## src/rtl/uart_lpbk_pkg.sv

```systemverilog
package uart_lpbk_pkg;
    typedef enum logic {
        MODE_NORMAL = 1'b0,
        MODE_LOOP   = 1'b1
    } lb_mode_e;

    localparam int REG_W     = 8;
    localparam int CTL_BITS  = 4;
    localparam int ADDR_W    = 1;
    localparam logic [ADDR_W-1:0] CTRL_ADDR = 1'b0;
    localparam logic [ADDR_W-1:0] STAT_ADDR = 1'b1;

    // control register bit positions
    localparam int CB_DTR  = 0;
    localparam int CB_RTS  = 1;
    localparam int CB_AUX  = 2;
    localparam int CB_IREN = 3;
    localparam int CB_LOOP = 4;

    // live status vector order: 0 cts, 1 dsr, 2 ri, 3 cd
    localparam int SI_CTS = 0;
    localparam int SI_DSR = 1;
    localparam int SI_RI  = 2;
    localparam int SI_CD  = 3;
endpackage

```

## src/rtl/lpbk_pin_sync.sv

```systemverilog
module lpbk_pin_sync #(
    parameter int STAGES = 2,
    parameter int WIDTH  = 4,
    parameter logic [WIDTH-1:0] RST_VAL = '1
) (
    input  logic             clk,
    input  logic             rst_n,
    input  logic [WIDTH-1:0] d,
    output logic [WIDTH-1:0] q
);
    generate
        if (STAGES == 0) begin : g_bypass
            assign q = d;
        end else begin : g_chain
            logic [WIDTH-1:0] stage_q [STAGES];
            always_ff @(posedge clk or negedge rst_n) begin
                if (!rst_n) begin
                    for (int i = 0; i < STAGES; i++) stage_q[i] <= RST_VAL;
                end else begin
                    stage_q[0] <= d;
                    for (int i = 1; i < STAGES; i++) stage_q[i] <= stage_q[i-1];
                end
            end
            assign q = stage_q[STAGES-1];
        end
    endgenerate
endmodule

```

## src/rtl/lpbk_mode_ctrl.sv

```systemverilog
module lpbk_mode_ctrl
    import uart_lpbk_pkg::*;
(
    input  logic                clk,
    input  logic                rst_n,
    input  logic                wr_en,
    input  logic [REG_W-1:0]    wdata,
    output logic [CTL_BITS-1:0] ctrl_bits,
    output logic                loop_on
);
    lb_mode_e state_q, state_d;

    // next-state selection: ENTER_LOOP / LEAVE_LOOP
    always_comb begin
        state_d = state_q;
        unique case (state_q)
            MODE_NORMAL: if (wr_en &&  wdata[CB_LOOP]) state_d = MODE_LOOP;
            MODE_LOOP:   if (wr_en && !wdata[CB_LOOP]) state_d = MODE_NORMAL;
            default:     state_d = MODE_NORMAL;
        endcase
    end

    // state register
    always_ff @(posedge clk or negedge rst_n) begin
        if (!rst_n) state_q <= MODE_NORMAL;
        else        state_q <= state_d;
    end

    // control bits beside the state
    always_ff @(posedge clk or negedge rst_n) begin
        if (!rst_n)     ctrl_bits <= '0;
        else if (wr_en) ctrl_bits <= wdata[CTL_BITS-1:0];
    end

    // outputs
    always_comb begin
        unique case (state_q)
            MODE_LOOP: loop_on = 1'b1;
            default:   loop_on = 1'b0;
        endcase
    end
endmodule

```

## src/rtl/lpbk_modem_status.sv

```systemverilog
module lpbk_modem_status
    import uart_lpbk_pkg::*;
(
    input  logic                clk,
    input  logic                rst_n,
    input  logic [CTL_BITS-1:0] live,
    input  logic                rd_clr,
    output logic [REG_W-1:0]    stat
);
    logic [CTL_BITS-1:0] cur_q, flag_q, evt;

    always_comb begin
        evt          = live ^ cur_q;
        evt[SI_RI]   = cur_q[SI_RI] & ~live[SI_RI];
    end

    always_ff @(posedge clk or negedge rst_n) begin
        if (!rst_n) begin
            cur_q  <= '0;
            flag_q <= '0;
        end else begin
            cur_q  <= live;
            flag_q <= (rd_clr ? '0 : flag_q) | evt;
        end
    end

    assign stat = {cur_q, flag_q};
endmodule

```

## src/rtl/uart_lpbk_router.sv

```systemverilog
module uart_lpbk_router
    import uart_lpbk_pkg::*;
#(
    parameter int SYNC_STAGES = 2
) (
    input  logic       clk,
    input  logic       rst_n,
    input  logic       reg_addr,
    input  logic       reg_wr,
    input  logic       reg_rd,
    input  logic [7:0] reg_wdata,
    output logic [7:0] reg_rdata,
    input  logic       tx_out,
    output logic       rx_in,
    output logic       pin_tx,
    input  logic       pin_rx,
    input  logic       pin_cts_n,
    input  logic       pin_dsr_n,
    input  logic       pin_cd_n,
    input  logic       pin_ri_n,
    output logic       pin_dtr_n,
    output logic       pin_rts_n,
    output logic       pin_out1_n,
    output logic       pin_out2_n
);
    logic                wr_ctrl, rd_stat, loop_on;
    logic [CTL_BITS-1:0] ctrl_bits, pins_n, pins_s_n, live_bits;
    logic [REG_W-1:0]    stat_word;

    assign wr_ctrl = reg_wr && (reg_addr == CTRL_ADDR);
    assign rd_stat = reg_rd && (reg_addr == STAT_ADDR);

    lpbk_mode_ctrl u_mode (
        .clk(clk), .rst_n(rst_n), .wr_en(wr_ctrl), .wdata(reg_wdata),
        .ctrl_bits(ctrl_bits), .loop_on(loop_on)
    );

    assign pins_n = {pin_cd_n, pin_ri_n, pin_dsr_n, pin_cts_n};

    lpbk_pin_sync #(.STAGES(SYNC_STAGES), .WIDTH(CTL_BITS), .RST_VAL('1)) u_sync (
        .clk(clk), .rst_n(rst_n), .d(pins_n), .q(pins_s_n)
    );

    // loopback cross-map: cts<-dtr, dsr<-rts, ri<-aux, cd<-iren
    always_comb begin
        if (loop_on) begin
            live_bits[SI_CTS] = ctrl_bits[CB_DTR];
            live_bits[SI_DSR] = ctrl_bits[CB_RTS];
            live_bits[SI_RI]  = ctrl_bits[CB_AUX];
            live_bits[SI_CD]  = ctrl_bits[CB_IREN];
        end else begin
            live_bits = ~pins_s_n;
        end
    end

    lpbk_modem_status u_stat (
        .clk(clk), .rst_n(rst_n), .live(live_bits), .rd_clr(rd_stat), .stat(stat_word)
    );

    assign rx_in      = loop_on ? tx_out : pin_rx;
    assign pin_tx     = loop_on ? 1'b1   : tx_out;
    assign pin_dtr_n  = loop_on | ~ctrl_bits[CB_DTR];
    assign pin_rts_n  = loop_on | ~ctrl_bits[CB_RTS];
    assign pin_out1_n = loop_on | ~ctrl_bits[CB_AUX];
    assign pin_out2_n = loop_on | ~ctrl_bits[CB_IREN];

    assign reg_rdata = (reg_addr == STAT_ADDR) ? stat_word
                                               : {3'b000, loop_on, ctrl_bits};
endmodule

```

## config.mk

```make
export PLATFORM = sky130hd
export DESIGN_NAME = uart_lpbk_router
export DESIGN_NICKNAME = d
export VERILOG_FILES = /design/src/rtl/uart_lpbk_pkg.sv /design/src/rtl/lpbk_pin_sync.sv /design/src/rtl/lpbk_mode_ctrl.sv /design/src/rtl/lpbk_modem_status.sv /design/src/rtl/uart_lpbk_router.sv
export SDC_FILE = /design/constraint.sdc
export NUM_CORES = 1
export LEC_CHECK = 0
export BUFFER_PORTS_ARGS = -buffer_cell sky130_fd_sc_hd__buf_2
export CELL_PAD_IN_SITES_DETAIL_PLACEMENT = 0
export CELL_PAD_IN_SITES_GLOBAL_PLACEMENT = 2
export CORE_ASPECT_RATIO = 1.4
export CORE_MARGIN = 4
export CORE_UTILIZATION = 31
export CTS_BUF_LIST = sky130_fd_sc_hd__clkbuf_16
export CTS_CLUSTER_DIAMETER = 50
export CTS_CLUSTER_SIZE = 14
export DETAILED_ROUTE_END_ITERATION = 10
export MAX_ROUTING_LAYER = met4
export PLACE_DENSITY_LB_ADDON = 0.25
export SETUP_SLACK_MARGIN = 0.1
export SLEW_MARGIN = 20
export SYNTH_ARGS = -nofsm -noshare
export SYNTH_HDL_FRONTEND = slang
export SYNTH_SLANG_ARGS = --single-unit
export TNS_END_PERCENT = 50
```

## constraint.sdc

```tcl
create_clock -name clk -period 2.86 [get_ports clk]
set_clock_uncertainty 0.05 [all_clocks]
set_input_delay 0.286 -clock clk [delete_from_list [all_inputs] [get_ports clk]]
set_output_delay 0.286 -clock clk [all_outputs]
set_load 0.01 [all_outputs]
```

# [Word-level counts from Yosys, hierarchy flattened]
# Index checks and enable logic that the tools add are counted.
[classes] n_reduce_logical=5 mux=9 n_bitwise=15
[ops] operator="4-bit 2-to-1 mux" count=2
[ops] operator="8-bit 2-to-1 mux" count=1
[ops] operator="1-bit inverter" count=7
[ops] operator="1-bit 2-to-1 mux" count=5
[ops] operator="1-bit logical AND" count=4
[ops] operator="4-bit inverter" count=1
[ops] operator="1-bit bitwise OR" count=4
[ops] operator="4-bit bitwise OR" count=1
[ops] operator="4-bit bitwise XOR" count=1
[ops] operator="1-bit one-hot mux with 2 select lines" count=1
[ops] operator="1-bit bitwise AND" count=1
[ops] operator="1-bit logical NOT" count=1
[word_totals] inputBits=19 output_inout_bits=14 reg_bits=21

# [Logic depth before layout (Yosys ltp)]
# Gate-level depths: netlist of run 1.
[depth] depth_word=5 depth_mapped=4 depth_no_buf=3

# [Cells and area by module]
# From an unflattened synthesis of run 1, not the netlist that was laid out.
[hier_totals] cells_unflattened=72 area_unflattened_um2=882.1
[by_module_without_submodules] module="lpbk_modem_status" area_each_um2=266.5 seq_area_each_um2=200.2 instances=1 cells_each=20
[by_module_without_submodules] module="lpbk_pin_sync" area_each_um2=240.2 seq_area_each_um2=210.2 instances=1 cells_each=12
[by_module_without_submodules] module="uart_lpbk_router" area_each_um2=193.9 seq_area_each_um2=0.0 instances=1 cells_each=30
[by_module_without_submodules] module="lpbk_mode_ctrl" area_each_um2=181.4 seq_area_each_um2=125.1 instances=1 cells_each=10

# [Least setup slack after synthesis of run 1]
# Ideal clock, no wire load.
[synth_path] path_kind="register to output" start="register (tool-made name)" end="output port rx_in" setup_slack_ns=1.579 t_arrival_ns=0.945 required_time_ns=2.524 stages_incl_launch_ff=3 path_buffers=1 cell_sequence="dfrtp_1 buf_2 mux2_2"
[synth_rtl] item="end, declared" line="uart_lpbk_router.sv:14" source="output logic rx_in,"

==> results of run 1 <==
## placed cells by master (no fill, tap or decap)
master	synthesis	layout
buf_2	3	29
dfrtp_1	13	13
nand2_1	10	10
o21ai_0	8	8
dfstp_2	8	8
mux2_2	6	6
inv_1	3	4
nor2b_1	4	4
nand2b_1	4	4
nor2b_4	3	3
nor2_1	3	3
or3_1	3	3
nand3_1	3	3
and2_1	3	3
clkbuf_16	0	3
o21ai_1	1	1
or2_2	1	1
mux2_1	1	1
dlygate4sd3_1	0	1
## state kept, by name (all words and copies together), names as in the netlist, named ones only
name                    count
u_sync.g_chain.stage_q      4
u_mode.ctrl_bits            4
u_sync.q                    4
u_stat.cur_q                4
u_stat.flag_q               4
## cell families (layout without fill, tap and decap cells)
kind of cell | Yosys count | count (layout)
simple gates | 34 | 34
flops | 21 | 21
compound gates | 9 | 9
mux | 7 | 7
buf+inv | 6 | 37
## routing by layer
layer / up-vias / share of wire / GRT usage
met5: - / 0 / -
met4: 0 / 0.023 / 0.0511
met3: 5 / 0.054 / 0.0211
met2: 22 / 0.47 / 0.162
met1: 285 / 0.45 / 0.129
li1: 313 / - / -
## worst max-delay path, stage by stage, from the launching register on
cell	delay, ps
dfrtp_1	630
mux2_2	380
buf_2	140
## cell usage after synthesis (3+ instances only)
| master | instances |
|---|---|
| or3_1 | 3 |
| dfstp_2 | 8 |
| mux2_2 | 6 |
| o21ai_0 | 8 |
| nor2_1 | 3 |
| nor2b_1 | 4 |
| dfrtp_1 | 13 |
| nand2b_1 | 4 |
| inv_1 | 3 |
| nor2b_4 | 3 |
| nand3_1 | 3 |
| nand2_1 | 10 |
| buf_2 | 3 |
| and2_1 | 3 |
## report_power, final
part           switching, mW  internal, mW
registers             0.0325         0.342
logic                 0.0696        0.0784
clock network         0.0983         0.186
total                  0.200         0.607
## worst max path at each step
stage	slack, ps	cells after the start	end
2_1_floorplan	1580	2	rx_in
3_3_place_gp	1350	3	flip-flop
4_1_cts	1070	2	rx_in
3_5_place_dp	1330	3	u_mode.ctrl_bits[3]
6_report	1130	2	rx_in
5_1_grt	1030	2	rx_in
## stage by stage
stage | hold slack [ps] | util | setup WS (ps) | total power, mW
after global routing | 73.4 | 0.430 | 1030 | 0.857
final | 81.2 | 0.430 | 1130 | 0.807
after floorplan | -59.6 | - | 1580 | 0.470
after CTS | 75.9 | 0.430 | 1070 | 0.822
after global placement | 212 | 0.397 | 1350 | 0.530
after detailed placement | 218 | 0.397 | 1330 | 0.531
## area by class of cell
type | instances | area, um^2
clock inverter | 1 | 3.75
inverter | 3 | 11.3
multi-input combinational | 50 | 323
tap | 36 | 45.0
sequential | 21 | 536
fill | 284 | 1520
timing repair buffer | 30 | 155
clock buffer | 3 | 75.1
==> impl_results.md, run 1 <==
* Worst R2R End: u_stat.flag_q[0]
* Initial cell density of the core at 0.331
* Critical Path Start Type: flip-flop
* Iteration-0 DRC Markers at 14
* Reg2reg path depth at 3
* Largest area contributor in the netlist: dfrtp_1
* Setup crit end kind: output port
* Fin crit share at 0.606
* Hold Fails Final Rpt at 0
* Sequential fraction of the synthesis area at 0.605
* CTS tree: yes
* Dpl hpwl at 1210 um
* Flop-to-flop setup slack at 1550 ps
* Post-Route Setup TNS at 0 ps
* Cells after Synth at 77
* Post-synthesis xor/xnor area fraction at 0
* Hold EP: u_sync.g_chain.stage_q[4]
* Post-Synth Simple-Gate Area at 0.225
* DIE WIDTH at ~53 um
* Pins Over Slew Limit at 0
* Vias in the first global route at 663
* Row count at 22
* Post-synth EDFFs at 0
* Adder-cell share of the synthesized area at 0
* Layout cell share with drive strength beyond 1 at 0.463
* Largest net degree at the start of global routing at 22
* Initial antenna violation count at 0
* DIE AREA at around 3800 um^2
* Clock Sinks at 21
* Register bit total from synthesis at 21
* Antenna violation net count after detailed routing at 0
* Min-delay src: pin_cts_n
* Gr usage total at 0.105
* Crit-path max FO at 16
* Cell Pwr Density at 702 nW/um^2
* Multiplexer share of the synthesized area at 0.0891
* Vias at 625
* Leak at 0.537 nW
* Port buffer count at 29
* Placed cells at 139
* Fraction of registers with async set or reset after synthesis at 1.00
* Worst IR drop on VDD at around 0.4 mV
* Synthesis-to-finish area growth at 29.8%
* Finished Layout Cells at 144
* Syn_area_per_cell at 11.5 um^2
* Post-CTS Setup Inserts at 0
* Hold Path Class: in2reg
* CP Data Arrival Time at 1400 ps
* Syn Nets at 96
* Clock-pin slew on the worst setup and hold paths at 50 ps
* RSZ-0062 raised after global routing: no
* Final min period at roughly 1700 ps
* Endpoints failing setup at 0
* I/O pins at 33
* Critical Path RT at 2520 ps
* Fmax at about 580 MHz
* Post-route DRC at 0
* CTS H-tree lvls at 1
* DR pass1 iterations at 4
* Main combinational cell family by area after synthesis: simple AND/OR/NAND/NOR gates
* Drt wl/cell at 11.5 um
* Status: finished, final reports clean
* CP Class: reg2out
* Core area at 2670 um^2
* Area contributors post-synth: dfrtp_1, dfstp_2, mux2_2, nor2b_4, o21ai_0
* Post-synth cell types at 17
* Placed Area at 1060 um^2
* DR vias/cell at between 4 and 5
* Max Cap Violations at 0
* Antenna cells at 0
* Die Ht at 71.2 um
* YS warnings at 0
* Skew-Pair Late Insertion Delay at 250 ps
* First-pass GRT wire length at approximately 2900 um
* Cell area after layout at 1150 um^2
* Top cell type's share of synthesized area at 0.368
* Fin nets at approximately 130
* Slew headroom at 0.642
* TritonCTS Buffers at 3
* Post-synthesis compound-gate area fraction at 0.0509
* Gp weighted congestion at 0.691
* Root Driver: clkbuf_16
* Mapped cell area at 885 um^2
* Hold Buf Count CTS at 1
* Post-CTS resize count at 0
* Drt total wl at 1660 um
* Top FF cell, synth: dfrtp_1
* Worst Tran Pin Value at 536 ps
* Grt ovf at 0
* Clk buf depth at 2
* Cells on Worst Hold Path at 1
(Power assumes the default switching activity.)
==> run 2, diff against run 1 <==
--- a/config.mk
+++ b/config.mk
@@ -10,7 +10,7 @@
 export CELL_PAD_IN_SITES_GLOBAL_PLACEMENT = 2
 export CORE_ASPECT_RATIO = 1.4
 export CORE_MARGIN = 4
-export CORE_UTILIZATION = 31
+export CORE_UTILIZATION = 29
 export CTS_BUF_LIST = sky130_fd_sc_hd__clkbuf_16
 export CTS_CLUSTER_DIAMETER = 50
 export CTS_CLUSTER_SIZE = 14
==> constraint.sdc (replaced) <==
create_clock -name clk -period 1.8 [get_ports clk]
set_clock_uncertainty 0.05 [all_clocks]
set_input_delay 0.18 -clock clk [delete_from_list [all_inputs] [get_ports clk]]
set_output_delay 0.18 -clock clk [all_outputs]
set_load 0.01 [all_outputs]
==> run 2 against run 1 <==
Critical endpoint unchanged. Via count increased by 1.3%. First-iteration DRC count is 7.1% higher. Largest power group unchanged. Cell count grew 4.2%. Highest routed layer unchanged.
==> impl_results.md, run 2 (synthesis results as in run 1) <==
* Iteration-0 DRC Markers at 15 (+1)
* CTS tree: yes
* Core area at 2910 um^2 (+8.9%)
* Flop-to-flop setup slack at 580 ps (-970 ps)
* DR pass1 iterations at 4 (unchanged)
* Status: finished, final reports clean
* DIE WIDTH at 54.7 um (+2.9%)
* CP Cell Sequence: mux2_2 > buf_2
* Post-Route Setup TNS at 0 ps (unchanged)
* Fmax at roughly 660 MHz
* Row count at 23 (+4.5%)
* Hold Fails Final Rpt at 0 (unchanged)
* Gr usage total at 0.110 (+0.00489)
* Hold EP: u_mode.ctrl_bits[1]
* First-pass GRT wire length at 3040 um (+5.5%)
* Vias at 633 (+1.3%)
* I/O pins at 33 (unchanged)
* Pins Over Slew Limit at 0 (unchanged)
* Skew-Pair Late Insertion Delay at 250 ps (about the same)
* DR vias/cell at 4.22 (-2.8%)
* Dpl hpwl at 1270 um (+4.2%)
* Critical Path Start Type: flip-flop
* Leak at 0.557 nW (+3.6%)
* Clock Sinks at 21 (unchanged)
* Final min period at 1510 ps
* Slew headroom at 0.696 (+0.0539)
* Drt total wl at 1760 um (+6.2%)
* Synthesis-to-finish area growth at 35.6%
* Cell Pwr Density at 1080 nW/um^2 (+54%)
* Post-route DRC at 0 (unchanged)
* Layout cell share with drive strength beyond 1 at 0.469 (+0.00606)
* Largest stage delay, worst path at 530 ps (-100 ps)
* Hold Path Class: in2reg
* Reg2reg path depth at 3 (unchanged)
* Most common cell after layout, fill and taps aside: buf_2
* Die Ht at 73.4 um (+3.0%)
* Post-CTS Setup Inserts at 0 (unchanged)
* CP Class: reg2out
* Vias in the first global route at 647 (-2.4%)
* Min-delay src: reg_wdata[1]
* Initial cell density of the core at 0.304 (-0.0270)
* Clk buf depth at 2 (unchanged)
* Setup crit end kind: output port
* Initial antenna violation count at 0 (unchanged)
* TritonCTS Buffers at 3 (unchanged)
* Largest net degree at the start of global routing at 22 (unchanged)
* Grt ovf at 0 (unchanged)
* Port buffer count at 29 (unchanged)
* Fin crit share at 0.840
* Antenna violation net count after detailed routing at 0 (unchanged)
* Endpoints failing setup at 0 (unchanged)
* Slowest stage cell, crit path: dfrtp_2
* Drt wl/cell at 11.7 um (+1.9%)
* RSZ-0062 raised after global routing: no
* Worst IR drop on VDD at 0.612 mV (+56%)
* Clock-pin slew on the worst setup and hold paths at 50 ps (about the same)
* Pwr Total at 1.30 mW (+61%)
* Gp weighted congestion at 0.639 (-7.5%)
* Crit-path max FO at 16 (unchanged)
* Commonest non-fill, non-tap cells in the layout: buf_2, dfrtp_1, nand2_1
* Antenna cells at 0 (unchanged)
* DIE AREA at 4010 um^2 (+6.0%)
* Max Cap Violations at 0 (unchanged)
* Critical Path RT at 1570 ps (-950 ps)
* Fin nets at 133 (+3.9%)
* Worst Tran Pin Value at 457 ps (-79.7 ps)
* Worst R2R End: u_stat.flag_q[3]
* CP Data Arrival Time at 1280 ps (-120 ps)
* Cells on Worst Hold Path at 3 (+2)
* CTS H-tree lvls at 1 (unchanged)
* Root Driver: clkbuf_16
[run 2: worst max-delay path: cells and delay by family, from the launching register on]
family,cells,cell delay (ps)
buffers and inverters,1,140
DFF,1,530
muxes,1,370
[run 2: repair_timing]
| action | CTS | global route |
|---|---|---|
| endpoints found under the setup margin | 0 | 1 |
| resized for setup | 0 | 1 |
| endpoints found under the hold margin | 17 | 0 |
| hold buffers | 5 | 0 |
[run 2: power by group]
| group | total [mW] | internal (mW) | switching, mW |
|---|---|---|---|
| sequential | 0.597 | 0.544 | 0.0525 |
| clock | 0.461 | 0.298 | 0.163 |
| combinational | 0.244 | 0.131 | 0.112 |
[run 2: how the worst max path moves through the flow]
| stage | to | slack, ps | depth (start not counted) |
|---|---|---|---|
| floorplan | rx_in | 620 | 2 |
| global placement | rx_in | 400 | 2 |
| detailed placement | rx_in | 400 | 2 |
| CTS | rx_in | 120 | 2 |
| global route | rx_in | 220 | 2 |
| finish | rx_in | 290 | 2 |
[run 2: final cells by class]
cell class	count	area (um^2)
Fill cell	310	1710
Sequential cell	21	537
Multi-Input combinational cell	50	323
Timing Repair Buffer	35	203
Clock buffer	3	75.1
Tap cell	37	46.3
Inverter	3	11.3
Clock inverter	1	5.00
[run 2: per-stage QoR]
stage          cells  instance area [um^2]  utilization  hold slack [ps]  worst slack, ps
6_report         150                  1200        0.413             92.7              289
5_1_grt          150                  1200        0.413             95.6              224
4_1_cts          150                  1200        0.412             92.0              115
3_5_place_dp     141                  1070        0.368              110              399
3_3_place_gp     141                  1070        0.368              111              404
2_1_floorplan     77                   885            -             -166              625
[run 2: layer usage]
metal	vias up	part of all wire	GRT usage
met5	-	0	-
met4	0	0.015	0.0416
met3	4	0.052	0.0365
met2	18	0.53	0.171
met1	290	0.41	0.128
li1	321	-	-
==> run 3, diff against run 2 <==
==> constraint.sdc (replaced) <==
create_clock -name clk -period 1.4 [get_ports clk]
set_clock_uncertainty 0.05 [all_clocks]
set_input_delay 0.14 -clock clk [delete_from_list [all_inputs] [get_ports clk]]
set_output_delay 0.14 -clock clk [all_outputs]
set_load 0.01 [all_outputs]
==> run 3 against run 2 <==
Sequential power is 26% higher. Combinational power grew 69%. Setup slack worse by 280 ps. Largest cell class unchanged.
==> impl_results.md, run 3 (synthesis results as in run 1) <==
* Critical Path RT at 1210 ps (-360 ps)
* Slowest stage cell, crit path: dfrtp_2
* Fin crit share at 0.993
* DR vias/cell at 4.22 (about the same)
* CP Data Arrival Time at 1200 ps (-80 ps)
* Clock-pin slew on the worst setup and hold paths at 60 ps (about the same)
* Flop-to-flop setup slack at 50 ps (-530 ps)
* DR pass1 iterations at 4 (unchanged)
* Crit-path max FO at 4 (-12)
* CP dominant cell by count: buf_6
* DIE AREA at 4010 um^2 (unchanged)
* Synthesis-to-finish area growth at 46.7%
* Final Worst Setup Slack at 10.1 ps (-278 ps)
* CP Cell Sequence: buf_6 > mux2_2 > buf_6
* Iteration-0 DRC Markers at 10 (-5)
* Commonest non-fill, non-tap cells in the layout: buf_2, dfrtp_1, nand2_1
* Initial antenna violation count at 0 (unchanged)
* Grt ovf at 0 (unchanged)
* CTS H-tree lvls at 1 (unchanged)
* Pins Over Slew Limit at 0 (unchanged)
* Max Cap Violations at 0 (unchanged)
* CP Class: reg2out
* Finished Layout Cells at 156 (+4.0%)
* Clock Sinks at 21 (unchanged)
* Dpl hpwl at 1280 um (+1.0%)
* Die Ht at 73.4 um (unchanged)
* Antenna cells at 0 (unchanged)
* Worst IR drop on VDD at 0.826 mV (+35%)
* Gp weighted congestion at 0.684 (+7.0%)
* I/O pins at 33 (unchanged)
* Initial cell density of the core at 0.304 (unchanged)
* Post-route DRC at 0 (unchanged)
* CTS tree: yes
* DIE WIDTH at 54.7 um (unchanged)
* Status: finished, final reports clean
* Worst Tran Pin Value at 459 ps (+2.38 ps)
* Port buffer count at 29 (unchanged)
* Vias in the first global route at 649 (+0.31%)
* Hold Fails Final Rpt at 0 (unchanged)
* Drt wl/cell at 11.3 um (-3.2%)
* CP bufs+invs at 2 (+1)
* Layout cell share with drive strength beyond 1 at 0.504 (+0.0352)
* Critical Path Start Type: flip-flop
* Core area at 2910 um^2 (unchanged)
* Fillers at 283 (-8.7%)
* Largest delay contributor family on the critical path: flip-flops
* TritonCTS Buffers at 3 (unchanged)
* Row count at 23 (unchanged)
* First-pass GRT wire length at 2980 um (-1.8%)
* Antenna violation net count after detailed routing at 0 (unchanged)
* Hold Path Class: in2reg
* Root Driver: clkbuf_16
* Place WS at 126 ps (-273 ps)
* Fmax at 719 MHz
* Gr usage total at 0.108 (-0.00213)
* Fin nets at 139 (+4.5%)
* Setup crit end kind: output port
* Final min period at around 1400 ps
* Leak at 0.612 nW (+9.9%)
* Most common cell after layout, fill and taps aside: buf_2
* Largest net degree at the start of global routing at 22 (unchanged)
* Drt total wl at 1770 um (+0.68%)
* Slew headroom at 0.694 (-0.00159)
* Skew-Pair Late Insertion Delay at 250 ps (about the same)
* Cell Pwr Density at 1350 nW/um^2 (+25%)
* Placed cells at 143 (+1.4%)
* Largest stage delay, worst path at 380 ps (-150 ps)
* Vias at 658 (+3.9%)
* RSZ-0062 raised after global routing: yes
* Reg2reg path depth at 5 (+2)
* Min-delay src: reg_wdata[1]
* Cells on Worst Hold Path at 3 (unchanged)
* Worst R2R End: u_stat.flag_q[3]
* Clk buf depth at 2 (unchanged)
* Hold EP: u_mode.ctrl_bits[1]
* Endpoints failing setup at 0 (unchanged)
run 3: worst max path at each step:
stage               startpoint     to  depth (start not counted)  slack (ps)
floorplan            flip-flop  rx_in                          2         260
global placement     flip-flop  rx_in                          2         130
detailed placement   flip-flop  rx_in                          2         130
CTS                  flip-flop  rx_in                          2          20
global route         flip-flop  rx_in                          3         -20
finish               flip-flop  rx_in                          3          10
run 3: timing repair:
| item | 4_1_cts | 5_1_grt |
|---|---|---|
| endpoints found under the setup margin | 7 | 9 |
| hold endpoints to repair | 17 | 0 |
| buffers inserted | 2 | 2 |
| pin swaps | 0 | 4 |
| hold buffers | 5 | 0 |
| gates resized for setup | 1 | 12 |
run 3: layer usage:
layer,vias up,GRT usage,part of all wire
li1,337,-,-
met1,297,0.115,0.40
met2,20,0.182,0.53
met3,4,0.0304,0.057
met4,0,0.0416,0.015
met5,-,-,0
run 3: worst min-delay path, stage by stage:
cell	delay (ps)
buf_2	80
nand2_1	30
o21ai_0	60
run 3: power breakdown:
part,leakage [nW],internal (mW),switching [mW],total [mW]
clock,0.0409,0.383,0.205,0.588
sequential,0.231,0.700,0.0554,0.755
combinational,0.340,0.238,0.175,0.412
total,0.612,1.32,0.435,1.76
run 3: per-stage QoR:
step | setup TNS (ps) | util | area, um^2 | hold slack (ps) | total power [mW]
after global routing | -26.6 | 0.446 | 1300 | 58.8 | 1.87
after detailed placement | 0 | 0.373 | 1080 | 70.5 | 1.10
after floorplan | 0 | - | 885 | -206 | 0.960
final | 0 | 0.446 | 1300 | 52.1 | 1.76
after CTS | 0 | 0.423 | 1230 | 53.9 | 1.72
after global placement | 0 | 0.373 | 1080 | 70.5 | 1.09
run 3: final cells by class:
type	count	area [um^2]	share of cell area
inverters	3	11.3	0.00868
clock buffers	3	75.1	0.0579
repair buffers	41	287	0.221
multi-input cells	50	337	0.259
flip-flops and latches	21	537	0.414
clock inverters	1	5.00	0.00386
well taps	37	46.3	0.0357
